`config.mk`:
```
export PLATFORM = sky130hd
export DESIGN_NAME = tdm_pin_link
export DESIGN_NICKNAME = d
export VERILOG_FILES = /design/src/rtl/tdm_pkg.sv /design/src/rtl/tdm_seq.sv /design/src/rtl/tdm_tx_mux.sv /design/src/rtl/tdm_rx_capture.sv /design/src/rtl/tdm_pin_link.sv
export SDC_FILE = /design/constraint.sdc
export NUM_CORES = 1
export LEC_CHECK = 0
export ABC_AREA = 1
export BUFFER_PORTS_ARGS = -buffer_cell sky130_fd_sc_hd__buf_2
export CAP_MARGIN = 20
export CORE_AREA = 2 2 39 41
export CTS_CLUSTER_SIZE = 28
export DETAILED_ROUTE_END_ITERATION = 8
export DIE_AREA = 0 0 41 43
export GPL_ROUTABILITY_DRIVEN = 1
export HOLD_SLACK_MARGIN = 0.06
export PLACE_DENSITY = 0.55
export REMOVE_ABC_BUFFERS = 1
export SKIP_CTS_REPAIR_TIMING = 1
export SYNTH_ARGS = -nofsm -noshare
export SYNTH_HDL_FRONTEND = slang
export SYNTH_SLANG_ARGS = --single-unit
```
`constraint.sdc`:
```
create_clock -name clk -period 1.5 [get_ports clk]
set_input_delay 0.075 -clock clk [delete_from_list [all_inputs] [get_ports clk]]
set_output_delay 0.075 -clock clk [all_outputs]
set_load 0.05 [all_outputs]
```
`src/rtl/tdm_pkg.sv`:
```
package tdm_pkg;
    typedef enum logic [2:0] {
        ST_IDLE = 3'b001,
        ST_RUN  = 3'b010,
        ST_DONE = 3'b100
    } seq_state_e;
endpackage

```
`src/rtl/tdm_seq.sv`:
```
module tdm_seq
    import tdm_pkg::*;
#(
    parameter int V = 4
) (
    input  logic         clk,
    input  logic         rst_n,
    input  logic         start,
    output logic         run,
    output logic [V-1:0] slot,
    output logic         launch,
    output logic         commit
);
    seq_state_e   state, state_nxt;
    logic [V-1:0] slot_nxt;

    // state register
    always_ff @(posedge clk) begin
        if (!rst_n) begin
            state <= ST_IDLE;
            slot  <= '0;
        end else begin
            state <= state_nxt;
            slot  <= slot_nxt;
        end
    end

    // transitions: launch, step, last, commit
    always_comb begin
        state_nxt = state;
        slot_nxt  = slot;
        unique case (state)
            ST_IDLE: begin
                if (start) begin
                    state_nxt = ST_RUN;
                    slot_nxt  = V'(1);
                end
            end
            ST_RUN: begin
                if (slot[V-1]) begin
                    state_nxt = ST_DONE;
                    slot_nxt  = '0;
                end else begin
                    slot_nxt = slot << 1;
                end
            end
            ST_DONE: begin
                state_nxt = ST_IDLE;
            end
            default: begin
                state_nxt = ST_IDLE;
                slot_nxt  = '0;
            end
        endcase
    end

    // outputs
    always_comb begin
        run    = (state == ST_RUN);
        commit = (state == ST_DONE);
        launch = (state == ST_IDLE) && start;
    end
endmodule

```
`src/rtl/tdm_tx_mux.sv`:
```
module tdm_tx_mux #(
    parameter int N_OUT = 2,
    parameter int N_LOC = 4,
    parameter int N_RCV = 4,
    parameter int V     = 4,
    parameter int IW    = 8,
    parameter logic [N_OUT*V*IW-1:0] SEND_MAP  = '0,
    parameter logic [N_OUT*V*IW-1:0] RELAY_MAP = '0
) (
    input  logic             clk,
    input  logic             rst_n,
    input  logic             launch,
    input  logic             run,
    input  logic [V-1:0]     slot,
    input  logic [N_LOC-1:0] tx_sig,
    input  logic [N_RCV-1:0] hold,
    output logic [N_OUT-1:0] pin_out
);
    logic [N_LOC-1:0] snap;

    always_ff @(posedge clk) begin
        if (!rst_n)      snap <= '0;
        else if (launch) snap <= tx_sig;
    end

    always_comb begin
        logic [IW-1:0] se;
        logic [IW-1:0] re;
        logic          v;
        for (int p = 0; p < N_OUT; p++) begin
            v = 1'b0;
            for (int s = 0; s < V; s++) begin
                se = SEND_MAP[(p*V+s)*IW +: IW];
                re = RELAY_MAP[(p*V+s)*IW +: IW];
                if (slot[s]) begin
                    for (int k = 0; k < N_LOC; k++)
                        if (se == IW'(k+1)) v = v | snap[k];
                    if (se == '0)
                        for (int k = 0; k < N_RCV; k++)
                            if (re == IW'(k+1)) v = v | hold[k];
                end
            end
            pin_out[p] = run & v;
        end
    end
endmodule

```
`src/rtl/tdm_rx_capture.sv`:
```
module tdm_rx_capture #(
    parameter int N_IN  = 2,
    parameter int N_RCV = 4,
    parameter int V     = 4,
    parameter int IW    = 8,
    parameter logic [N_IN*V*IW-1:0] RECV_MAP = '0
) (
    input  logic             clk,
    input  logic             rst_n,
    input  logic             run,
    input  logic [V-1:0]     slot,
    input  logic             commit,
    input  logic [N_IN-1:0]  pin_in,
    output logic [N_RCV-1:0] hold,
    output logic [N_RCV-1:0] rx_sig
);
    logic [N_RCV-1:0] hold_d;

    always_comb begin
        hold_d = hold;
        if (run)
            for (int p = 0; p < N_IN; p++)
                for (int s = 0; s < V; s++)
                    if (slot[s])
                        for (int k = 0; k < N_RCV; k++)
                            if (RECV_MAP[(p*V+s)*IW +: IW] == IW'(k+1))
                                hold_d[k] = pin_in[p];
    end

    always_ff @(posedge clk) begin
        if (!rst_n) begin
            hold   <= '0;
            rx_sig <= '0;
        end else begin
            hold <= hold_d;
            if (commit) rx_sig <= hold;
        end
    end
endmodule

```
`src/rtl/tdm_pin_link.sv`:
```
module tdm_pin_link #(
    parameter int N_IN  = 2,
    parameter int N_OUT = 2,
    parameter int N_LOC = 4,
    parameter int N_RCV = 4,
    parameter int V     = 4,
    parameter int IW    = 8,
    parameter logic [N_OUT*V*IW-1:0] SEND_MAP  = '0,
    parameter logic [N_OUT*V*IW-1:0] RELAY_MAP = '0,
    parameter logic [N_IN*V*IW-1:0]  RECV_MAP  = '0
) (
    input  logic             clk,
    input  logic             rst_n,
    input  logic             frame_start,
    input  logic [N_LOC-1:0] tx_sig,
    input  logic [N_IN-1:0]  pin_in,
    output logic [N_OUT-1:0] pin_out,
    output logic [N_RCV-1:0] rx_sig,
    output logic             frame_done
);
    logic         seq_run;
    logic [V-1:0] seq_slot;
    logic         seq_launch;
    logic         seq_commit;
    logic [N_RCV-1:0] hold;

    tdm_seq #(.V(V)) u_seq (
        .clk    (clk),
        .rst_n  (rst_n),
        .start  (frame_start),
        .run    (seq_run),
        .slot   (seq_slot),
        .launch (seq_launch),
        .commit (seq_commit)
    );

    tdm_tx_mux #(
        .N_OUT(N_OUT), .N_LOC(N_LOC), .N_RCV(N_RCV), .V(V), .IW(IW),
        .SEND_MAP(SEND_MAP), .RELAY_MAP(RELAY_MAP)
    ) u_tx (
        .clk     (clk),
        .rst_n   (rst_n),
        .launch  (seq_launch),
        .run     (seq_run),
        .slot    (seq_slot),
        .tx_sig  (tx_sig),
        .hold    (hold),
        .pin_out (pin_out)
    );

    tdm_rx_capture #(
        .N_IN(N_IN), .N_RCV(N_RCV), .V(V), .IW(IW), .RECV_MAP(RECV_MAP)
    ) u_rx (
        .clk    (clk),
        .rst_n  (rst_n),
        .run    (seq_run),
        .slot   (seq_slot),
        .commit (seq_commit),
        .pin_in (pin_in),
        .hold   (hold),
        .rx_sig (rx_sig)
    );

    assign frame_done = seq_commit;
endmodule

```
==> impl_metrics.json <==
{
  "ios": 16,
  "p_sw_mw": 0.1287,
  "ys_seq_area_share_pct": 42.11,
  "vdd_drop_max_mv": 0.4636,
  "synthFlopType": "dfxtp_1",
  "track_usage_pct": 6.627,
  "clock_path_buffers": 2,
  "die_x_um": 41,
  "maxSlewViolCount": 0,
  "power_mw": 0.4398,
  "antenna_found_initial": 0,
  "p_seq_share_pct": 46.1,
  "drc": 0,
  "finalSetupTns_ns": 0,
  "cap_violations": 0,
  "leakage_nw": 0.1719,
  "vias": 263,
  "drt_iter0_markers": 7,
  "cp-startpoint": "u_seq.state[2]",
  "clk_pin_slew_worst_paths_ns": 0.05,
  "crit_type": "flop to output pin",
  "insertion_delay_ns": 0.25,
  "clock-sinks": 7,
  "synth.top_cell.area_share_pct": 42.11,
  "cts-buffers-inserted": 3,
  "grt_first_pass_wirelength_um": 724,
  "overflow": 0,
  "first_global_vias": 207,
  "async_flop_share_pct": 0,
  "htree_levels": 1,
  "gp_congestion": 0.7340,
  "powerDensity_nw_per_um2": 1164,
  "io_buffers": 3,
  "coreArea_um2": 1384,
  "dieArea_um2": 1763,
  "area_growth_pct": 13.53,
  "instances_no_fill": 65,
  "fin_util_pct": 27.31,
  "diodes": 0,
  "synth_area_leader_cell": "dfxtp_1",
  "synth.cell_area_um2": 332.8,
  "finalNetCount": 59,
  "grt_setup_unrepaired": "false",
  "synth_cells": 42,
  "r2r-end": "u_seq.slot[1]",
  "setup_viol": 0,
  "synthDistinctLibCells": 13,
  "clkPwrFrac_pct": 38.0,
  "syn_area_per_cell_um2": 7.924,
  "cp-end-kind": "output pin",
  "rr_worst_depth": 4,
  "wl_per_cell_um": 7.969,
  "fin_skew_ns": 0.007688,
  "nFillCells": 155,
  "max_freq_mhz": 841.2,
  "swShare_pct": 29.25,
  "status": "completed",
  "vias_per_cell": 4.046,
  "synth_common_cells": "dfxtp_1 (7), nand2_1 (7), buf_4 (6)",
  "hp-start": "frame_start",
  "power_frac_comb_pct": 15.9,
  "period_share_pct": 79.25,
  "cp.arrival_ns": 1.11,
  "min_path_type": "input port to flop",
  "die_y_um": 43,
  "reg2reg_from": "u_seq.state[1]",
  "min_period_ns": 1.189,
  "num_rows": 14,
  "synth_edf_count": 0,
  "p_int_mw": 0.3111,
  "required_ns": 1.42,
  "drtAntennaViolNets": 0,
  "synth.area.top_cells": "dfxtp_1 (42%), buf_4 (14%), nand2_1 (7.9%)",
  "cp-start-kind": "flop",
  "start_util_pct": 24.05,
  "cts_root_buffer": "clkbuf_4",
  "synth_seq_cells": 7,
  "ys_warn_count": 0,
  "dp_cells": 60,
  "endpoint": "frame_done",
  "drive_gt1_share_pct": 20.41,
  "dr.pass1.iters": 4,
  "dpl.hpwl_um": 388.2,
  "rrSetupSlack_ns": 0.53,
  "cts_tree": "done",
  "final_hold_viol_count": 0,
  "whs_ns": 0.1236,
  "routed_wl_um": 518,
  "crit_fanout": 4,
  "grt_max_degree": 7
}
## per-layer routing
layer	vias to the layer above	GRT usage [%]	share of wire, %
li1	138	-	-
met1	118	7.395	46
met2	7	7.813	45
met3	0	6.283	9.3
met4	0	4.000	0
met5	-	0	0
## logic make-up after synthesis
| kind of cell | count (synthesis) | synth area share (%) |
|---|---|---|
| AO/OA/AOI/OAI | 6 | 9.774 |
| flip-flops | 7 | 42.10 |
| AND/OR/NAND/NOR | 16 | 26.69 |
| other | 1 | 1.127 |
| buffers and inverters | 12 | 20.30 |
## stage by stage
step                      cell area [µm²]  setup WS (ns)
after detailed placement            341.6         0.5382
after global placement              341.6         0.5372
after CTS                           367.9         0.2929
final                               377.9         0.3113
after floorplan                     306.5         0.5963
after global routing                377.9         0.2379
## power by group through the flow
stage	Sequential (mW)	Clock (mW)	Combinational (mW)
final	0.203	0.167	0.0698
after global routing	0.203	0.187	0.0751
after CTS	0.203	0.176	0.0674
after detailed placement	0.207	0	0.0674
after global placement	0.206	0	0.0671
after floorplan	0.205	0	0.0588
## state kept, by name (all words and copies together) (netlist names)
register     count
u_seq.slot       4
u_seq.state      3
## area by class of cell
type	instances	area (µm²)	share of cell area, %
Multi-Input combinational cell	28	143.9	38.08
Inverter	6	22.52	5.960
Timing Repair Buffer	4	25.02	6.623
Clock buffer	4	26.28	6.954
Sequential cell	7	140.1	37.09
Tap cell	16	20.02	5.298
## worst min-delay path by stage
stage	end	slack [ns]	cells after the start
after floorplan	u_seq.state[0]	0.17	1
after global placement	u_seq.state[0]	0.31	2
after detailed placement	u_seq.state[0]	0.32	2
after CTS	u_seq.state[0]	0.05	2
after global routing	u_seq.state[1]	0.12	3
final	u_seq.state[1]	0.12	3
## cell usage in the layout, fill, tap and decap left out
master | synthesis | layout
nand2_1 | 7 | 7
nor2_1 | 1 | 1
buf_2 | 0 | 3
clkbuf_4 | 0 | 3
clkbuf_1 | 0 | 1
nor3_4 | 1 | 1
dfxtp_1 | 7 | 7
conb_1 | 1 | 6
o211ai_1 | 1 | 1
nor3_2 | 1 | 1
dlygate4sd3_1 | 0 | 1
a21oi_1 | 5 | 5
inv_2 | 1 | 1
nand3_1 | 5 | 5
inv_1 | 5 | 5
and3_2 | 1 | 1
## critical path, stage by stage (launching register included)
cell     delay (ns)
dfxtp_1        0.43
nand3_1        0.13
inv_1          0.06
buf_2          0.25
(Power assumes the default switching activity.)
